===== src/rtl/cyc_arb_pkg.sv =====
package cyc_arb_pkg;
  localparam int unsigned CYCLE_PHASES = 12;
  localparam int unsigned REQ_PHASE    = 3;
  localparam int unsigned STB_PHASE    = 9;
  localparam int unsigned GATE_PHASE   = STB_PHASE + 1;

  typedef enum logic [1:0] {
    KIND_NONE = 2'd0,
    KIND_CMD  = 2'd1,
    KIND_DATA = 2'd2
  } kind_e;
endpackage


===== src/rtl/cyc_arb_slice.sv =====
module cyc_arb_slice
  import cyc_arb_pkg::*;
#(
  parameter int unsigned PH_W = 4
) (
  input  logic            clk,
  input  logic            rst,
  input  logic [PH_W-1:0] phase,
  input  logic            cmd_set,
  input  logic            data_set,
  input  logic            retain,
  input  logic            blk_in,
  input  logic            retain_busy,
  input  logic            stb,
  output logic            req_vis,
  output logic            blk_out,
  output logic            hold_o,
  output logic            acc_o,
  output logic            cmd_flag,
  output logic            data_flag
);
  localparam logic [PH_W-1:0] PH_SNAP = PH_W'(REQ_PHASE - 1);
  localparam logic [PH_W-1:0] PH_REQ  = PH_W'(REQ_PHASE);
  localparam logic [PH_W-1:0] PH_STB  = PH_W'(STB_PHASE);
  localparam logic [PH_W-1:0] PH_GATE = PH_W'(GATE_PHASE);

  logic  cmd_pend, data_pend, hold_q, req_q, acc_q;
  logic  win;
  kind_e serve_kind;

  // Acceptance: a holding slice owns the strobe; others need a clear chain.
  always_comb begin
    win = stb && (phase == PH_STB) && req_q &&
          (hold_q || (!blk_in && !retain_busy));
    if (!win)                     serve_kind = KIND_NONE;
    else if (hold_q || cmd_pend)  serve_kind = KIND_CMD;
    else if (data_pend)           serve_kind = KIND_DATA;
    else                          serve_kind = KIND_NONE;
  end

  always_ff @(posedge clk) begin
    if (rst) begin
      cmd_pend  <= 1'b0;
      data_pend <= 1'b0;
      hold_q    <= 1'b0;
      req_q     <= 1'b0;
      acc_q     <= 1'b0;
      cmd_flag  <= 1'b0;
      data_flag <= 1'b0;
    end else begin
      cmd_pend  <= (cmd_pend && !(serve_kind == KIND_CMD && !hold_q)) || cmd_set;
      data_pend <= (data_pend && !(serve_kind == KIND_DATA)) || data_set;
      if (phase == PH_SNAP)
        req_q <= cmd_pend || data_pend || hold_q;
      if (phase == PH_STB) begin
        acc_q     <= win;
        cmd_flag  <= (serve_kind == KIND_CMD);
        data_flag <= (serve_kind == KIND_DATA);
        if (win)
          hold_q <= !hold_q && (serve_kind == KIND_CMD) && retain;
      end else begin
        acc_q <= 1'b0;
      end
    end
  end

  assign req_vis = req_q;
  assign blk_out = blk_in || req_q;
  assign hold_o  = hold_q;
  assign acc_o   = acc_q;


  req_rise_chk: assert property (@(posedge clk) disable iff (rst)
    $rose(req_q) |-> (phase == PH_REQ));

  acc_timing_chk: assert property (@(posedge clk) disable iff (rst)
    acc_q |-> (phase == PH_GATE));

  flag_excl_chk: assert property (@(posedge clk) disable iff (rst)
    !(cmd_flag && data_flag));

  hold_once_chk: assert property (@(posedge clk) disable iff (rst)
    $fell(hold_q) |-> cmd_flag);
endmodule


===== src/rtl/cyc_arb_host.sv =====
module cyc_arb_host
  import cyc_arb_pkg::*;
#(
  parameter int unsigned PH_W = 4
) (
  input  logic            clk,
  input  logic            rst,
  input  logic [PH_W-1:0] phase,
  input  logic            demand,
  output logic            stb,
  output logic            host_cyc
);
  localparam logic [PH_W-1:0] PH_PRE = PH_W'(STB_PHASE - 1);
  localparam logic [PH_W-1:0] PH_STB = PH_W'(STB_PHASE);

  always_ff @(posedge clk) begin
    if (rst) begin
      stb      <= 1'b0;
      host_cyc <= 1'b0;
    end else if (phase == PH_PRE) begin
      stb      <= demand;
      host_cyc <= !demand;
    end else begin
      stb      <= 1'b0;
      host_cyc <= 1'b0;
    end
  end


  stb_host_excl_chk: assert property (@(posedge clk) disable iff (rst)
    !(stb && host_cyc));

  stb_phase_chk: assert property (@(posedge clk) disable iff (rst)
    (stb || host_cyc) |-> (phase == PH_STB));
endmodule


===== src/rtl/cyc_arb_chain.sv =====
module cyc_arb_chain
  import cyc_arb_pkg::*;
#(
  parameter int unsigned N_SLICES = 8,
  parameter int unsigned PH_W     = 4
) (
  input  logic                clk,
  input  logic                rst,
  input  logic [PH_W-1:0]     phase,
  input  logic [N_SLICES-1:0] cmd_req,
  input  logic [N_SLICES-1:0] data_req,
  input  logic [N_SLICES-1:0] retain,
  output logic                demand,
  output logic                grant_stb,
  output logic                host_cyc,
  output logic [N_SLICES-1:0] blk_out,
  output logic [N_SLICES-1:0] acc,
  output logic [N_SLICES-1:0] cmd_flag,
  output logic [N_SLICES-1:0] data_flag
);
  logic [N_SLICES:0]   blk_link;
  logic [N_SLICES-1:0] req_vis;
  logic [N_SLICES-1:0] hold;
  logic                retain_busy;

  assign blk_link[0]  = 1'b0;
  assign demand       = |req_vis;
  assign retain_busy  = |hold;

  for (genvar i = 0; i < N_SLICES; i++) begin : g_slice
    cyc_arb_slice #(.PH_W(PH_W)) u_slice (
      .clk         (clk),
      .rst         (rst),
      .phase       (phase),
      .cmd_set     (cmd_req[i]),
      .data_set    (data_req[i]),
      .retain      (retain[i]),
      .blk_in      (blk_link[i]),
      .retain_busy (retain_busy),
      .stb         (grant_stb),
      .req_vis     (req_vis[i]),
      .blk_out     (blk_link[i+1]),
      .hold_o      (hold[i]),
      .acc_o       (acc[i]),
      .cmd_flag    (cmd_flag[i]),
      .data_flag   (data_flag[i])
    );
  end

  assign blk_out = blk_link[N_SLICES:1];

  cyc_arb_host #(.PH_W(PH_W)) u_host (
    .clk      (clk),
    .rst      (rst),
    .phase    (phase),
    .demand   (demand),
    .stb      (grant_stb),
    .host_cyc (host_cyc)
  );


  one_acc_chk: assert property (@(posedge clk) disable iff (rst)
    $onehot0(acc));

  acc_after_stb_chk: assert property (@(posedge clk) disable iff (rst)
    grant_stb |=> ($countones(acc) == 1));

  flag_owner_chk: assert property (@(posedge clk) disable iff (rst)
    $onehot0(cmd_flag | data_flag));

  single_hold_chk: assert property (@(posedge clk) disable iff (rst)
    $countones(hold) <= 1);

  host_idle_chk: assert property (@(posedge clk) disable iff (rst)
    host_cyc |-> !demand);
endmodule


===== config.mk =====
export PLATFORM = sky130hd
export DESIGN_NAME = cyc_arb_chain
export DESIGN_NICKNAME = d
export VERILOG_FILES = /design/src/rtl/cyc_arb_pkg.sv /design/src/rtl/cyc_arb_slice.sv /design/src/rtl/cyc_arb_host.sv /design/src/rtl/cyc_arb_chain.sv
export SDC_FILE = /design/constraint.sdc
export NUM_CORES = 1
export LEC_CHECK = 0
export ABC_AREA = 1
export BUFFER_PORTS_ARGS = -buffer_cell sky130_fd_sc_hd__buf_2
export CAP_MARGIN = 20
export CORE_MARGIN = 2
export CORE_UTILIZATION = 58
export DETAILED_ROUTE_END_ITERATION = 12
export PLACE_DENSITY = 0.82
export SYNTH_ARGS = -nofsm -noshare
export SYNTH_HDL_FRONTEND = slang
export SYNTH_HIERARCHICAL = 1
export SYNTH_SLANG_ARGS = --single-unit

===== constraint.sdc =====
create_clock -name clk -period 9.09 [get_ports clk]
set_input_delay 0.909 -clock clk [delete_from_list [all_inputs] [get_ports clk]]
set_output_delay 0.909 -clock clk [all_outputs]
set_load 0.005 [all_outputs]

==> results of run 1 <==
==> how the worst min path moves through the flow <==
stage                                         endpoint  slack [ns]                          from  cells after the start
after CTS                 g_slice[7].u_slice/data_flag        0.46  g_slice[7].u_slice/data_flag                      2
after global routing       g_slice[3].u_slice/cmd_flag        0.48   g_slice[3].u_slice/cmd_flag                      2
final                      g_slice[6].u_slice/cmd_flag        0.46   g_slice[6].u_slice/cmd_flag                      2
after floorplan            g_slice[0].u_slice/cmd_flag        0.45   g_slice[0].u_slice/cmd_flag                      2
after detailed placement  g_slice[7].u_slice/data_flag        0.45  g_slice[7].u_slice/data_flag                      2
after global placement     g_slice[6].u_slice/cmd_flag        0.45   g_slice[6].u_slice/cmd_flag                      2
==> routing by layer <==
| metal | part of all wire (%) | global-route usage, % | wire, um |
|---|---|---|---|
| met1 | 44 | 27.3 | 2770 |
| met2 | 48 | 44.6 | 3030 |
| met3 | 5.8 | 8.67 | 364 |
| met4 | 1.8 | 10.1 | 112 |
| met5 | 0 | 0 | 0 |
==> cell families (layout without fill, tap and decap cells) <==
kind of cell	after synthesis	count (layout)	synth area share, %
other	1	2	0.132
buffers and inverters	91	171	12.0
AO/OA/AOI/OAI	72	72	13.7
flip-flops	58	58	40.7
AND/OR/NAND/NOR	195	195	33.5
==> flip-flops by register name (all words and copies together) (netlist names) <==
register                   flops
g_slice.u_slice/acc_o          8
g_slice.u_slice/cmd_flag       8
g_slice.u_slice/cmd_pend       8
g_slice.u_slice/data_flag      8
g_slice.u_slice/data_pend      8
g_slice.u_slice/hold_o         8
g_slice.u_slice/req_vis        8
u_host/host_cyc                1
u_host/stb                     1
==> stage by stage <==
stage / hold slack, ns / cell area [um^2] / setup slack [ns] / cells / utilization, %
after floorplan: 0.454 / 2850 / 5.38 / 418 / -
after global placement: 0.449 / 3260 / 5.34 / 549 / 69.0
after detailed placement: 0.452 / 3260 / 5.28 / 549 / 69.0
after CTS: 0.462 / 3440 / 4.91 / 565 / 72.8
after global routing: 0.478 / 3440 / 4.80 / 565 / 72.8
final: 0.459 / 3440 / 4.93 / 565 / 72.8
==> final cells by class <==
class	instances	area share, %
timing repair buffer	64	9.31
inverter	91	9.93
multi-input combinational	269	39.3
clock buffer	14	5.02
tap	67	2.44
clock inverter	2	0.291
sequential	58	33.7
==> tightest hold or removal path, stage by stage (launching register included) <==
cell and delay (ns):
dfxtp_1 0.31, nand2_1 0.06, a21oi_1 0.05
==> cell usage in the layout (no fill, tap or decap) <==
cell and n:
o21ai_0 16, clkbuf_1 2, clkbuf_8 12, nand3_2 1, conb_1 2, inv_2 16, or2_2 8, nand3_1 16
or2_4 8, nor2_2 2, nor3_1 16, nor2_4 8, buf_2 64, nand3b_1 8, inv_1 75, o21ai_2 8
nand2_1 74, a21oi_1 48, dfxtp_1 58, nor2_1 46, nand4_1 8, clkinv_2 2
==> power by group through the flow <==
stage          logic, uW  registers, uW  clock network (uW)
2_1_floorplan       35.1            270                   0
3_3_place_gp        57.5            271                   0
3_5_place_dp        58.7            271                   0
4_1_cts             59.2            266                 222
5_1_grt             67.0            266                 237
6_report            59.3            266                 218
==> impl_results.md, run 1 <==
* Status: finished clean
* Number of enable flip-flop cells after synthesis at 0
* Reg2Reg Depth at 11
* Finish-stage setup viols at 0
* Setup crit end: blk_out[7]
* Top cells by area, synth: dfxtp_1 41%, inv_1 9.9%, nand2_1 9.7%
* Vias in the first global route at 2561
* Drt first pass iters at 4
* Synth cell types at 18
* Element type at the critical path end: primary output
* Row count at 25
* Share of total power in sequential cells at 49.0%
* Die Area at 0.00549 mm^2
* Pwr/cell area at 158 mW/mm^2
* Combined area of the multi-input logic cells at 0.00135 mm^2
* Combinational power share at 10.9%
* Clock group share of total power at 40.1%
* Starting Density at 60.3%
* Clk pin slew, worst setup/hold paths at 0.06 ns
* CP Max Fanout at 4
* H-tree Lvls at 3
* Reg-to-reg slack, setup at 5.85 ns
* Clock Latency Late Sink at 0.34 ns
* Top-count cell post-synth: inv_1
* RePlAce Congestion at 0.872
* Pin count of the biggest net entering global routing at 58
* Worst EP required at 8.18 ns
* Max-Cap Viols at 0
* Worst path slowest cell: dfxtp_1
* Sum Neg Setup Slack at 0 ns
* Most common cell on crit path: or2_2
* Switching power at 138 uW
* Setup CP Type: reg -> out
* CTS Buf Count at 9
* Pwr Total at 543 uW
* Post-route DRC violation count at 0
* Antenna diodes at 0
* Filler Cells Inserted at 383
* Internal Power at 405 uW
* Routed Antenna Nets at 0
* HP Class: reg -> reg
* Post-CTS setup buffer count at 0
* Commonest cells in the netlist: 75 x inv_1, 74 x nand2_1, 58 x dfxtp_1
* Cell Chain, Critical Path: or2_2 > or2_2 > or2_2 > or2_2 > or2_2 > or2_2 > or2_2 > or2_2 > buf_2
* Switching Fraction at 25.4%
* Hold buffers post-CTS at 0
* #FFs+latches synth at 58
* WL per Instance at 11.1 um
* Grt ovf at 0
* Worst path bufs/invs at 1
* Synth Instances at 417
* Core area at 0.00472 mm^2
* Async S/R FF share, synth at 0%
* Post-detail-place hpwl at 4.39 mm
* Synth Flop Type: dfxtp_1
* Iteration-0 DRC Markers at 156
* Skew final at 0.00732 ns
* Routed vias at 2742
* Register area share after synthesis at 40.7%
* Tot GR Track Use at 25.1%
* Worst path depth at 9
* FF+latch area at 0.00116 mm^2
* Hold Vio Cnt, Final at 0
* Slew margin rel. at 31.6%
* Share of cells above drive strength 1 at 25.9%
* Clk buf depth at 2
* Fin nets at 523
* Die W at 74.1 um
* WP data arrival at 3.25 ns
* Measured slew at the worst slew-check pin at 1.03 ns
* PortBufs at 64
* Top Ports at 65
* Peak supply drop at 0.120 mV
* CP delay by family, top: simple AND/OR/NAND/NOR gates
* Tmin final at 4.16 ns
* P_leak at 0.00167 uW
* Critical path origin: g_slice[0].u_slice/req_vis
* Ys Warns at 6
* Routed wire length at 6.28 mm
* Area growth syn-to-layout at 20.7%
* Post-CTS Resized at 0
* Global-route wire length before repair at 10.5 mm
* TritonCTS Sinks at 58
* Fmax at 240 MHz
* Avg Inst Size Synth at 6.84 um^2
* Vias/cell at 4.85
* Share of the synthesized area in the top cell type at 40.7%
* Max Slew Vio Count at 0
* R2r endpoint: g_slice[7].u_slice/data_pend
* Slowest stage delay, CP at 0.32 ns
* Startpoint types: flip-flop
* Reg2Reg Launch Point: g_slice[0].u_slice/req_vis
* Initial antenna violation count at 0
* RSZ-0062 raised after global routing: no
* TritonCTS clock tree: yes
* Period utilization at 45.8%
* Post-Syn Area at 0.00285 mm^2
* CTS root buffer: clkbuf_8
* Synth area leader: dfxtp_1
* Die Y at 74.1 um
No activity file was read; power rests on OpenSTA's default activity.
==> run 2: changes to the inputs <==
--- a/config.mk
+++ b/config.mk
@@ -9,9 +9,9 @@
 export BUFFER_PORTS_ARGS = -buffer_cell sky130_fd_sc_hd__buf_2
 export CAP_MARGIN = 20
 export CORE_MARGIN = 2
-export CORE_UTILIZATION = 58
+export CORE_UTILIZATION = 54
 export DETAILED_ROUTE_END_ITERATION = 12
-export PLACE_DENSITY = 0.82
+export PLACE_DENSITY = 0.77
 export SYNTH_ARGS = -nofsm -noshare
 export SYNTH_HDL_FRONTEND = slang
 export SYNTH_HIERARCHICAL = 1
==> constraint.sdc (replaced) <==
create_clock -name clk -period 4.3 [get_ports clk]
set_input_delay 0.43 -clock clk [delete_from_list [all_inputs] [get_ports clk]]
set_output_delay 0.43 -clock clk [all_outputs]
set_load 0.005 [all_outputs]
==> impl_results.md, run 2 (synthesis gave the netlist of run 1 again) <==
* Core area at 0.00511 mm^2 (+8.1%)
* P_leak at 0.00166 uW (-0.27%)
* Measured slew at the worst slew-check pin at 1.01 ns (-0.0123 ns)
* Worst EP required at 3.87 ns (-4.31 ns)
* RePlAce Congestion at 0.812 (-6.9%)
* HP Class: in -> reg
* Die W at 76.7 um (+3.4%)
* TritonCTS clock tree: yes
* Antenna diodes at 0 (unchanged)
* WL per Instance at 11.2 um (+0.43%)
* Slew margin rel. at 32.4% (+0.82 points)
* Status: finished clean
* Routed vias at 2746 (+0.15%)
* WP data arrival at 3.24 ns (about the same)
* Skew final at 0.0100 ns (+0.00272 ns)
* Hold buffers post-CTS at 0 (unchanged)
* Commonest non-fill, non-tap cell in the layout: inv_1
* Fmax at 272 MHz
* Max-Cap Viols at 0 (unchanged)
* Global-route wire length before repair at 10.9 mm (+3.5%)
* Hold Vio Cnt, Final at 0 (unchanged)
* Post-route DRC violation count at 0 (unchanged)
* Initial antenna violation count at 0 (unchanged)
* H-tree Lvls at 3 (unchanged)
* TritonCTS Sinks at 58 (unchanged)
* Sum Neg Setup Slack at 0 ns (unchanged)
* Row count at 26 (+4.0%)
* Clk pin slew, worst setup/hold paths at 0.07 ns (about the same)
* Pin count of the biggest net entering global routing at 58 (unchanged)
* Peak supply drop at 0.267 mV (+120%)
* Startpoint types: flip-flop
* Worst Slack Setup Final at 0.628 ns (-4.30 ns)
* Share of cells above drive strength 1 at 26.0% (+0.052 points)
* WHS Path Cells at 3 (+1)
* Vias in the first global route at 2589 (+1.1%)
* Tot GR Track Use at 22.9% (-2.2 points)
* Routed wire length at 6.33 mm (+0.78%)
* Iteration-0 DRC Markers at 113 (-28%)
* Drt first pass iters at 4 (unchanged)
* Element type at the critical path end: primary output
* Setup CP Type: reg -> out
* Pwr/cell area at 328 mW/mm^2 (+110%)
* CTS root buffer: clkbuf_8
* Vias/cell at 4.84 (-0.21%)
* Top Ports at 65 (unchanged)
* Post-detail-place hpwl at 4.49 mm (+2.4%)
* Period utilization at 85.4%
* Clk buf depth at 2 (unchanged)
* Final Util at 67.2% (-5.7 points)
* CP Max Fanout at 4 (unchanged)
* Post-CTS Resized at 0 (unchanged)
* Reg2Reg Depth at 11 (unchanged)
* Starting Density at 55.8% (-4.5 points)
* PortBufs at 64 (unchanged)
* Most frequent cells in the layout: 75 x inv_1, 74 x nand2_1, 64 x buf_2, 58 x dfxtp_1, 48 x a21oi_1
* RSZ-0062 raised after global routing: no
* Die Y at 76.7 um (+3.4%)
* Pre-CTS setup slack at 0.977 ns (-4.30 ns)
* Max Slew Vio Count at 0 (unchanged)
* Grt ovf at 0 (unchanged)
* Die Area at 0.00588 mm^2 (+7.0%)
* CTS Buf Count at 9 (unchanged)
* Clock Latency Late Sink at 0.34 ns (about the same)
* Area growth syn-to-layout at 20.4%
* Tmin final at 3.67 ns
* Post-CTS setup buffer count at 0 (unchanged)
* Finish-stage setup viols at 0 (unchanged)
* Fin nets at 523 (unchanged)
* Routed Antenna Nets at 0 (unchanged)
run 2: changes by cell type in the layout (fill, tap and decap cells not counted), sizes merged:
cell and change:
clkbuf -2, clkinv +1
run 2: metal layers:
metal  global-route usage (%)  routed length, um  vias to the layer above
met3                     4.82                347                       14
met1                     26.7               2800                     1210
met2                     39.9               3050                       68
met5                        0                  0                        -
met4                     11.5                135                        0
li1                         -                  -                     1454
run 2: layout make-up:
cell class / instances / area [um^2]
Sequential cell: 58 / 1160
Clock buffer: 12 / 155
Multi-Input combinational cell: 269 / 1350
Tap cell: 70 / 87.6
Timing Repair Buffer: 64 / 320
Inverter: 91 / 342
Fill cell: 483 / 1680
Clock inverter: 3 / 15.0
run 2: worst paths after layout:
path	start	endpoint	slack (ns)
setup reg to reg	g_slice[0].u_slice/req_vis	g_slice[7].u_slice/data_pend	1.07
hold / removal	cmd_req[7]	g_slice[7].u_slice/cmd_pend	0.32
hold reg to reg	g_slice[1].u_slice/cmd_flag	g_slice[1].u_slice/cmd_flag	0.46
setup / recovery	g_slice[0].u_slice/req_vis	blk_out[7]	0.63
run 2: critical path, stage by stage, from the launching register on:
cell,delay [ns]
dfxtp_1,0.33
or2_2,0.32
or2_2,0.31
or2_2,0.31
or2_2,0.30
or2_2,0.31
or2_2,0.32
or2_2,0.32
or2_2,0.27
buf_2,0.13
run 2: power breakdown:
part           switching [uW]  internal [uW]
clock network             203            234
logic                    75.2           50.1
registers                10.6            551
run 2: metrics by stage:
step / cell area, um^2 / hold slack (ns) / power [uW] / std cells
after floorplan: 2850 / 0.454 / 645 / 418
after global placement: 3260 / 0.449 / 695 / 552
after detailed placement: 3260 / 0.450 / 698 / 552
after CTS: 3430 / 0.316 / 1130 / 567
after global routing: 3430 / 0.329 / 1170 / 567
final: 3430 / 0.323 / 1120 / 567
==> run 3: changes to the inputs <==
--- a/config.mk
+++ b/config.mk
@@ -8,7 +8,6 @@
 export ABC_AREA = 1
 export BUFFER_PORTS_ARGS = -buffer_cell sky130_fd_sc_hd__buf_2
 export CAP_MARGIN = 20
-export CORE_MARGIN = 2
 export CORE_UTILIZATION = 54
 export DETAILED_ROUTE_END_ITERATION = 12
 export PLACE_DENSITY = 0.77
==> impl_results.md, run 3 (synthesis gave the netlist of run 1 again) <==
* Most frequent cells in the layout: 75 x inv_1, 74 x nand2_1, 64 x buf_2, 58 x dfxtp_1, 48 x a21oi_1
* Tot GR Track Use at 24.6% (+1.7 points)
* Clock group share of total power at 39.2% (+0.3 points)
* Routed wire length at 6.20 mm (-2.1%)
* Worst Slack Setup Final at 0.623 ns (-0.00588 ns)
* Element type at the critical path end: primary output
* TritonCTS Sinks at 58 (unchanged)
* Setup CP Type: reg -> out
* CTS root buffer: clkbuf_8
* Post-CTS Resized at 0 (unchanged)
* Vias/cell at 4.79 (-1.2%)
* Post-CTS setup buffer count at 0 (unchanged)
* Reg2Reg Launch Point: g_slice[0].u_slice/req_vis
* Initial antenna violation count at 0 (unchanged)
* Critical path origin: g_slice[0].u_slice/req_vis
* WL per Instance at 10.9 um (-2.1%)
* Pwr Total at 1130 uW (+0.34%)
* P_leak at 0.00166 uW (unchanged)
* H-tree Lvls at 3 (unchanged)
* Die Y at 74.7 um (-2.6%)
* CP Max Fanout at 4 (unchanged)
* Measured slew at the worst slew-check pin at 1.02 ns (+0.00233 ns)
* Top Ports at 65 (unchanged)
* PortBufs at 64 (unchanged)
* Max-Cap Viols at 0 (unchanged)
* Slew margin rel. at 32.3% (-0.16 points)
* Tmin final at 3.68 ns (+0.00588 ns)
* Routed vias at 2714 (-1.2%)
* Die Area at 0.00557 mm^2 (-5.2%)
* Post-route DRC violation count at 0 (unchanged)
* WHS Path Cells at 3 (unchanged)
* Grt ovf at 0 (unchanged)
* Drt first pass iters at 4 (unchanged)
* Combinational power share at 11.0% (about the same)
* Antenna diodes at 0 (unchanged)
* Skew final at 0.0103 ns (+0.000237 ns)
* Fmax at 272 MHz (-0.16%)
* Hold buffers post-CTS at 0 (unchanged)
* Clock Latency Late Sink at 0.34 ns (about the same)
* HP Class: in -> reg
* Hold Crit Start: data_req[7]
* Post-detail-place hpwl at 4.42 mm (-1.6%)
* CTS Buf Count at 9 (unchanged)
* Hold Vio Cnt, Final at 0 (unchanged)
* Sum Neg Setup Slack at 0 ns (unchanged)
* Clk pin slew, worst setup/hold paths at 0.07 ns (about the same)
* Finish-stage setup viols at 0 (unchanged)
* Final instance area at 0.00343 mm^2 (unchanged)
* Global-route wire length before repair at 10.3 mm (-5.3%)
* Share of total power in sequential cells at 49.8% (-0.2 points)
* Reg2Reg Depth at 11 (unchanged)
* Pre-CTS setup slack at 0.982 ns (+0.00455 ns)
* Dpl cell area at 0.00326 mm^2 (unchanged)
* Commonest non-fill, non-tap cell in the layout: inv_1
* Internal Power at 836 uW (about the same)
* Row count at 26 (unchanged)
* Pwr/cell area at 329 mW/mm^2 (+0.34%)
* Pin count of the biggest net entering global routing at 58 (unchanged)
* RSZ-0062 raised after global routing: no
* Share of cells above drive strength 1 at 26.0% (unchanged)
* Status: finished clean
* Starting Density at 55.8% (unchanged)
* Iteration-0 DRC Markers at 143 (+27%)
* Vias in the first global route at 2522 (-2.6%)
* Switching Fraction at 25.9% (+0.25 points)
* Clk buf depth at 2 (unchanged)
* Area growth syn-to-layout at 20.4% (unchanged)
* Routed Antenna Nets at 0 (unchanged)
* Worst EP required at 3.87 ns (about the same)
* Fin nets at 523 (unchanged)
* TritonCTS clock tree: yes
* WP data arrival at 3.25 ns (about the same)
* Switching power at 293 uW (+1.3%)
* Peak supply drop at 0.214 mV (-20%)
* Core area at 0.00511 mm^2 (unchanged)
* RePlAce Congestion at 0.818 (+0.84%)
* Max Slew Vio Count at 0 (unchanged)
* Startpoint types: flip-flop
* Period utilization at 85.5% (+0.14 points)
* Die W at 74.7 um (-2.6%)
[run 3: cell counts in the layout (fill, tap and decap cells not counted)]
No cell type changed its count.
[run 3: path summary, 6_finish.rpt]
check	to	slack (ns)
worst max-delay path	blk_out[7]	0.62
worst min register to register	g_slice[1].u_slice/cmd_flag	0.46
worst min-delay path	g_slice[7].u_slice/data_pend	0.32
worst max register to register	g_slice[7].u_slice/cmd_pend	1.08
[run 3: per-layer routing]
metal  wire [um]  GRT usage (%)  vias to the layer above
met5           0              0                        -
met4          85           11.9                        0
met3         306           8.57                        8
met2        2990           41.5                       62
met1        2810           27.7                     1197
li1            -              -                     1447
[run 3: critical path, stage by stage (launching register included)]
cell	delay, ns
dfxtp_1	0.33
or2_2	0.32
or2_2	0.31
or2_2	0.31
or2_2	0.31
or2_2	0.31
or2_2	0.32
or2_2	0.32
or2_2	0.28
buf_2	0.12
[run 3: cell type report]
type / instances / area, um^2
Clock buffer: 12 / 155
Fill cell: 493 / 1680
Inverter: 91 / 342
Multi-Input combinational cell: 269 / 1350
Timing Repair Buffer: 64 / 320
Clock inverter: 3 / 15.0
Tap cell: 70 / 87.6
Sequential cell: 58 / 1160
[run 3: power by group through the flow]
stage	Combinational [uW]	Clock (uW)	Sequential, uW
2_1_floorplan	74.3	0	570
3_3_place_gp	121	0	573
3_5_place_dp	125	0	573
4_1_cts	125	457	561
5_1_grt	141	480	563
6_report	124	442	562
[run 3: metrics by stage]
stage | hold WS (ns) | utilization [%] | instances
global placement | 0.449 | 63.9 | 552
detailed placement | 0.453 | 63.9 | 552
finish | 0.319 | 67.2 | 567
CTS | 0.302 | 67.2 | 567
global route | 0.308 | 67.2 | 567
floorplan | 0.454 | - | 418
